### config.mk
export PLATFORM = sky130hd
export DESIGN_NAME = rx_addr_filter
export DESIGN_NICKNAME = d
export VERILOG_FILES = /design/src/rtl/afilt_pkg.sv /design/src/rtl/afilt_capture.sv /design/src/rtl/afilt_match.sv /design/src/rtl/afilt_decide.sv /design/src/rtl/rx_addr_filter.sv
export SDC_FILE = /design/constraint.sdc
export NUM_CORES = 2
export LEC_CHECK = 0
export ABC_CLOCK_PERIOD_IN_PS = 6940
export BUFFER_PORTS_ARGS = -buffer_cell sky130_fd_sc_hd__buf_2
export CORE_MARGIN = 2
export CORE_UTILIZATION = 40
export DETAILED_ROUTE_END_ITERATION = 6
export SLEW_MARGIN = 30
export SYNTH_ARGS = -nofsm -noshare
export SYNTH_HDL_FRONTEND = slang
export SYNTH_HIERARCHICAL = 1
export SYNTH_SLANG_ARGS = --single-unit
### constraint.sdc
create_clock -name clk -period 6.94 [get_ports clk]
set_input_delay 1.041 -clock clk [delete_from_list [all_inputs] [get_ports clk]]
set_output_delay 1.041 -clock clk [all_outputs]
set_load 0.01 [all_outputs]
### src/rtl/afilt_pkg.sv
package afilt_pkg;
  localparam int ADDR_BYTES = 6;
  localparam int ADDR_W     = ADDR_BYTES * 8;

  localparam logic [1:0] CFG_ADDR_LO = 2'd0;
  localparam logic [1:0] CFG_ADDR_HI = 2'd1;
  localparam logic [1:0] CFG_MODE    = 2'd2;

  typedef struct packed {
    logic [ADDR_W-1:0]     addr;
    logic [ADDR_BYTES-1:0] mask;
    logic                  en;
    logic                  src;
  } afilt_entry_t;

  typedef struct packed {
    logic report;
    logic mcast_all;
    logic promisc;
  } afilt_mode_t;
endpackage

### src/rtl/afilt_capture.sv
module afilt_capture #(
  parameter int HDR_BYTES = 12
) (
  input  logic                   clk,
  input  logic                   rst,
  input  logic                   in_valid,
  input  logic                   in_sof,
  input  logic [7:0]             in_data,
  output logic [HDR_BYTES*8-1:0] hdr_nxt,
  output logic                   done,
  output logic                   sof_acc
);
  localparam int HDR_W = HDR_BYTES * 8;
  localparam int CW    = $clog2(HDR_BYTES + 1);

  logic [CW-1:0]      cnt;
  logic [HDR_W-9:0]   shreg;

  assign sof_acc = in_valid && in_sof;
  assign done    = in_valid && !in_sof && (cnt == CW'(HDR_BYTES - 1));
  assign hdr_nxt = {shreg, in_data};

  always_ff @(posedge clk) begin
    if (rst) begin
      cnt   <= '0;
      shreg <= '0;
    end else if (sof_acc) begin
      cnt   <= CW'(1);
      shreg <= {shreg[HDR_W-17:0], in_data};
    end else if (in_valid && cnt != '0 && cnt < CW'(HDR_BYTES)) begin
      cnt   <= cnt + CW'(1);
      shreg <= {shreg[HDR_W-17:0], in_data};
    end
  end

  assert_cnt_bound_R2: assert property (@(posedge clk) disable iff (rst)
    cnt <= CW'(HDR_BYTES));
  assert_done_full_R2: assert property (@(posedge clk) disable iff (rst)
    done |=> cnt == CW'(HDR_BYTES));
  assert_sof_restart_R2: assert property (@(posedge clk) disable iff (rst)
    sof_acc |=> cnt == CW'(1));
endmodule

### src/rtl/afilt_match.sv
module afilt_match
  import afilt_pkg::*;
(
  input  afilt_entry_t      entry,
  input  logic [ADDR_W-1:0] da,
  input  logic [ADDR_W-1:0] sa,
  output logic              hit
);
  logic [ADDR_W-1:0]     probe;
  logic [ADDR_BYTES-1:0] byte_ok;

  assign probe = entry.src ? sa : da;

  for (genvar k = 0; k < ADDR_BYTES; k++) begin : g_byte
    assign byte_ok[k] = entry.mask[k] ||
      (probe[ADDR_W-1-8*k -: 8] == entry.addr[ADDR_W-1-8*k -: 8]);
  end

  assign hit = entry.en && (&byte_ok);
endmodule

### src/rtl/afilt_decide.sv
module afilt_decide
  import afilt_pkg::*;
#(
  parameter int N_FILT = 31,
  parameter int IW     = 5
) (
  input  logic              clk,
  input  logic              rst,
  input  logic              clr,
  input  logic              go,
  input  logic [N_FILT-1:0] hit,
  input  logic [N_FILT-1:0] src_sel,
  input  logic [N_FILT-1:0] en,
  input  logic [ADDR_W-1:0] da,
  input  afilt_mode_t       mode,
  output logic              dec_valid,
  output logic              dec_pass,
  output logic              st_filt_ok,
  output logic              st_hit,
  output logic [IW-1:0]     st_idx,
  output logic              st_mcast,
  output logic              st_bcast
);
  logic          mc, bc, da_ok, sa_ok, ok, any_hit;
  logic [IW-1:0] win;

  assign mc      = da[ADDR_W-8];
  assign bc      = &da;
  assign any_hit = |hit;
  assign da_ok   = (|(hit & ~src_sel)) || bc || (mc && mode.mcast_all);
  assign sa_ok   = !(|(en & src_sel)) || (|(hit & src_sel));
  assign ok      = da_ok && sa_ok;

  always_comb begin
    win = '0;
    for (int i = N_FILT - 1; i >= 0; i--) begin
      if (hit[i]) win = IW'(i);
    end
  end

  always_ff @(posedge clk) begin
    if (rst) begin
      dec_valid  <= 1'b0;
      dec_pass   <= 1'b0;
      st_filt_ok <= 1'b0;
      st_hit     <= 1'b0;
      st_idx     <= '0;
      st_mcast   <= 1'b0;
      st_bcast   <= 1'b0;
    end else if (clr) begin
      dec_valid  <= 1'b0;
    end else if (go) begin
      dec_valid  <= 1'b1;
      dec_pass   <= ok || mode.promisc || mode.report;
      st_filt_ok <= ok;
      st_hit     <= any_hit;
      st_idx     <= win;
      st_mcast   <= mc;
      st_bcast   <= bc;
    end
  end

  assert_hold_R2: assert property (@(posedge clk) disable iff (rst)
    dec_valid && !clr |=> dec_valid && $stable({dec_pass, st_filt_ok, st_hit, st_idx}));
  assert_promisc_R8: assert property (@(posedge clk) disable iff (rst)
    go && mode.promisc |=> dec_pass);
  assert_report_R9: assert property (@(posedge clk) disable iff (rst)
    go && mode.report |=> dec_pass);
  assert_plain_R4: assert property (@(posedge clk) disable iff (rst)
    go && !mode.promisc && !mode.report |=> dec_pass == st_filt_ok);
  assert_idx_zero_R10: assert property (@(posedge clk) disable iff (rst)
    dec_valid && !st_hit |-> st_idx == '0);
  assert_bcast_R7: assert property (@(posedge clk) disable iff (rst)
    dec_valid && st_bcast |-> st_mcast);
endmodule

### src/rtl/rx_addr_filter.sv
module rx_addr_filter
  import afilt_pkg::*;
#(
  parameter int N_FILT = 31,
  parameter int IW     = $clog2(N_FILT + 1)
) (
  input  logic          clk,
  input  logic          rst,
  input  logic          in_valid,
  input  logic          in_sof,
  input  logic [7:0]    in_data,
  input  logic          cfg_we,
  input  logic [IW-1:0] cfg_idx,
  input  logic [1:0]    cfg_word,
  input  logic [31:0]   cfg_wdata,
  output logic          dec_valid,
  output logic          dec_pass,
  output logic          st_filt_ok,
  output logic          st_hit,
  output logic [IW-1:0] st_idx,
  output logic          st_mcast,
  output logic          st_bcast
);
  localparam int HDR_BYTES = 2 * ADDR_BYTES;

  logic [HDR_BYTES*8-1:0] hdr_nxt;
  logic                   done, sof_acc;
  logic [ADDR_W-1:0]      da, sa;
  afilt_entry_t           tbl [N_FILT];
  afilt_mode_t            mode;
  logic [N_FILT-1:0]      hit, src_sel, en;
  logic                   unused_cfg;

  assign unused_cfg = ^{cfg_wdata[31:26], cfg_wdata[23:22]};

  afilt_capture #(.HDR_BYTES(HDR_BYTES)) u_cap (
    .clk(clk), .rst(rst), .in_valid(in_valid), .in_sof(in_sof),
    .in_data(in_data), .hdr_nxt(hdr_nxt), .done(done), .sof_acc(sof_acc)
  );

  assign da = hdr_nxt[HDR_BYTES*8-1 -: ADDR_W];
  assign sa = hdr_nxt[ADDR_W-1:0];

  always_ff @(posedge clk) begin
    if (rst) mode <= '0;
    else if (cfg_we && cfg_word == CFG_MODE) mode <= afilt_mode_t'(cfg_wdata[2:0]);
  end

  for (genvar i = 0; i < N_FILT; i++) begin : g_ent
    logic sel;
    assign sel = cfg_we && (cfg_idx == IW'(i));

    always_ff @(posedge clk) begin
      if (rst) begin
        tbl[i] <= '0;
      end else if (sel && cfg_word == CFG_ADDR_LO) begin
        tbl[i].addr[31:0] <= cfg_wdata;
      end else if (sel && cfg_word == CFG_ADDR_HI) begin
        tbl[i].addr[ADDR_W-1:32] <= cfg_wdata[15:0];
        tbl[i].mask              <= cfg_wdata[21:16];
        tbl[i].en                <= cfg_wdata[24];
        tbl[i].src               <= cfg_wdata[25];
      end
    end

    afilt_match u_match (.entry(tbl[i]), .da(da), .sa(sa), .hit(hit[i]));
    assign src_sel[i] = tbl[i].src;
    assign en[i]      = tbl[i].en;
  end

  afilt_decide #(.N_FILT(N_FILT), .IW(IW)) u_dec (
    .clk(clk), .rst(rst), .clr(sof_acc), .go(done), .hit(hit),
    .src_sel(src_sel), .en(en), .da(da), .mode(mode),
    .dec_valid(dec_valid), .dec_pass(dec_pass), .st_filt_ok(st_filt_ok),
    .st_hit(st_hit), .st_idx(st_idx), .st_mcast(st_mcast), .st_bcast(st_bcast)
  );

  assert_sof_clears_R2: assert property (@(posedge clk) disable iff (rst)
    in_valid && in_sof |=> !dec_valid);
  assert_rise_on_byte_R2: assert property (@(posedge clk) disable iff (rst)
    $rose(dec_valid) |-> $past(in_valid && !in_sof));
  assert_disabled_R11: assert property (@(posedge clk) disable iff (rst)
    (hit & ~en) == '0);
  assert_reset_R1: assert property (@(posedge clk)
    $past(rst) |-> !dec_valid && !dec_pass && !st_hit);
endmodule

==> Implementation_results.wiki <==
{| class="wikitable"
! Metric !! Value
|-
| DRC Markers || 0
|-
| Multiplexer area fraction after synthesis || 14.1%
|-
| Complex-gate fraction of the synthesized area || 1.81%
|-
| Async set or reset register ratio after synthesis || 0%
|-
| Starting DRT DRC Count || 12400
|-
| Time the final worst path needs with I/O delays and setup || 5.16 ns
|-
| Synth top area share || 46.6%
|-
| Vias in the first global route || 79100
|-
| Post-place setup slack || 1.94 ns
|-
| Routability-driven placement congestion ratio || 0.964
|-
| Number of hold buffers added after CTS || 0
|-
| Primary flip-flop cell chosen by synthesis mapping || edfxtp_1
|-
| Highest achievable clock rate || 0.194 GHz
|-
| Mapped cell area || 112000 um2
|-
| Worst Setup End Kind || register
|-
| Total negative slack || 0 ns
|-
| RSZ-0062 raised after global routing || false
|-
| Leakage Power || 37.3 nW
|-
| Largest net degree at the start of global routing || 185
|-
| EDFF count, synth || 1736
|-
| Worst hold-check path type || reg -> reg
|-
| Average cell area after synthesis || 12.8 um2
|-
| Number of buffers created by CTS || 208
|-
| Share of cells above drive strength 1 || 21.3%
|-
| Final critical-path share of the clock period || 74.4%
|-
| Clock Latency Late Sink || 0.89 ns
|-
| Status || finished, final reports clean
|-
| Hold Violations, Final || 0
|-
| Measured slew at the worst slew-check pin || 1.14 ns
|-
| Biggest area contributors in the synthesized netlist || edfxtp_1 (47%), mux2i_1 (14%), nor4_2 (11%), xnor2_1 (9.7%), nor4_1 (6.4%)
|-
| Number of failing setup endpoints in the final timing report || 0
|-
| Setup slack after layout || 1.78 ns
|-
| Count of state elements after synthesis || 1842
|-
| Data arrival, critical path || 5.88 ns
|-
| Routed len/inst || 36.9 um
|-
| Number of antenna violations at the first check in global routing || 12
|-
| Total power per unit cell area || 223 nW/um2
|-
| Main combinational cell family by area after synthesis || simple AND/OR/NAND/NOR gates
|-
| Net count of the finished layout || 8470
|-
| Global Route Usage Sum || 30.9%
|-
| Remaining Overflow, GRT || 0
|-
| Cell accounting for the most synthesized area || edfxtp_1
|-
| Adder-Cell Fraction of Synth Area || 0.0224%
|-
| Type of element launching the critical path || register
|-
| Number of buffers inserted by port buffering || 62
|-
| Xor and xnor area share after synthesis || 11.7%
|-
| Placed Cells incl. Taps || 11900
|-
| Global-route wire length before repair || 629000 um
|-
| Post-Route WL || 455000 um
|-
| Synth Instances || 8740
|-
| Number of vias per cell after detailed routing || 6.68
|-
| PostCTS Resize Cnt || 0
|-
| Initial cell density of the core || 40.1%
|-
| Area added between synthesis and finish || 9.44%
|-
| Number of vias after detailed routing || 82200
|-
| Start-to-end type of the worst setup path || reg -> reg
|-
| Maximum net fanout on the critical path || 25
|-
| Master cell of the clock root buffer || clkbuf_16
|-
| Number of distinct standard cells referenced by the synthesized netlist || 67
|-
| Cell Rows || 194
|-
| Number of nets produced by synthesis || 8794
|-
| Most instantiated library cell after synthesis || edfxtp_1
|-
| Tightest hold margin || 0.454 ns
|-
| Floorplan die width || 533 um
|-
| Final non-filler cell total || 12300
|-
| Proportion of synthesized chip area in sequential cells || 48.5%
|-
| Die height || 533 um
|-
| Detailed-router iteration count before antenna repair || 6
|-
| Detail Route Antenna Nets || 0
|-
| Max-cap violation count || 0
|-
| Worst setup skew after layout || 0.0358 ns
|-
| Half-perimeter wire length after detailed placement || 264000 um
|-
| Tightest slew margin relative to the limit || 23.0%
|-
| CTS sink count || 1842
|-
| # H-tree levels || 4
|-
| Number of warnings issued by yosys || 6
|-
| Register-to-register setup slack || 1.78 ns
|-
| Ranking of synthesized cells by instance count || edfxtp_1 (1736), mux2i_1 (1580), xnor2_1 (1240)
|-
| Simple-gate share of the synthesized area || 19.0%
|-
| I/O pin cnt || 63
|-
| Postcts setup bufs || 0
|-
| Final slew viol count || 0
|-
| Required arrival time at the worst endpoint || 7.65 ns
|-
| CTS clk-pin slew, worst paths || 0.06 ns
|-
| Placeable core area || 279000 um2
|-
| Max clock buf depth || 3
|-
| Total Die Area || 284000 um2
|-
| Worst IR Drop VDD || 208 uV
|-
| CTS tree || yes
|}
-- cell type report --
class	instances	area, um2
tap	3724	4660
sequential	1842	54400
fill	25500	156000
inverter	51	255
antenna	3	7.51
multi-input combinational	5853	52400
timing repair buffer	460	4040
clock buffer	276	5580
clock inverter	103	1080
-- metal layers --
layer,wire length (um),vias up,global-route usage [%]
li1,-,33200,-
met1,178000,42400,41.5
met2,197000,5451,45.8
met3,51100,1150,7.30
met4,28300,8,16.9
met5,46,-,0
-- sequential cells by signal, summed over array words and instances, names as in the netlist --
signal	count
u_dec/dec_valid	1
u_cap/shreg	88
u_dec/st_mcast	1
mode	3
u_dec/st_filt_ok	1
u_dec/st_idx	5
u_dec/st_bcast	1
u_dec/st_hit	1
u_dec/dec_pass	1
tbl	1736
u_cap/cnt	4
-- per-stage QoR --
| stage | area [um2] | total power, mW | utilization (%) |
|---|---|---|---|
| finish | 122000 | 27.3 | 43.9 |
| global route | 122000 | 27.8 | 43.9 |
| floorplan | 112000 | 15.2 | - |
| detailed placement | 116000 | 16.3 | 41.5 |
| global placement | 115000 | 16.2 | 41.3 |
| CTS | 122000 | 27.2 | 43.8 |
-- final timing paths --
path	start	to	cells after the start
max	tbl[3][56]	u_dec/st_idx[1]	12
min	u_dec/st_bcast	u_dec/st_bcast	2
max reg2reg	tbl[3][56]	u_dec/st_idx[1]	12
min reg2reg	u_dec/st_bcast	u_dec/st_bcast	2
-- layout by cell type (no fill, tap or decap), types with 6 or more instances in the layout --
master / instances
buf_6: 14
inv_4: 14
nand4_1: 81
buf_12: 42
clkinv_8: 6
a22oi_1: 9
nand2b_1: 112
xor2_1: 248
clkbuf_1: 58
nand3b_1: 6
inv_6: 8
a221oi_1: 10
xnor2_1: 1240
buf_2: 61
o22ai_1: 9
nor4_1: 1143
clkinv_1: 38
a21oi_1: 170
dfxtp_1: 35
bufinv_16: 17
nor4_2: 944
nor2_1: 47
buf_4: 333
dfxtp_4: 7
inv_1: 24
dfxtp_2: 64
edfxtp_1: 1736
a22o_1: 9
buf_16: 7
or3_1: 32
mux2i_1: 1580
o21ai_1: 31
nor3_1: 11
clkbuf_16: 211
a21o_1: 53
nand2_1: 14
clkinv_2: 36
-- logic make-up (layout without fill, tap and decap cells) --
family | Yosys count | in the layout
AND/OR/NAND/NOR | 2452 | 2452
flip-flops | 1842 | 1842
multiplexers | 1580 | 1580
XOR/XNOR | 1488 | 1488
buffers and inverters | 1045 | 890
AO/OA/AOI/OAI | 331 | 331
adder cells (fa/ha/maj) | 2 | 2
other | 0 | 3
-- power breakdown --
group,internal [mW],switching (mW),leakage [nW]
clock network,6.27,4.89,3.25
registers,12.7,0.354,17.4
logic,0.901,2.20,16.6
-- critical path: stages (launching register included) --
cell and delay [ns]:
edfxtp_1 1.01, buf_4 0.59, mux2i_1 0.30, xnor2_1 0.10
nor4_1 0.49, a21oi_1 0.28, or3_1 0.47, nor4_2 0.56
inv_1 0.15, a311oi_1 0.47, o311ai_1 0.25, a21oi_1 0.20
nor3_1 0.07
Note: power is estimated with default switching activity, not from simulation.
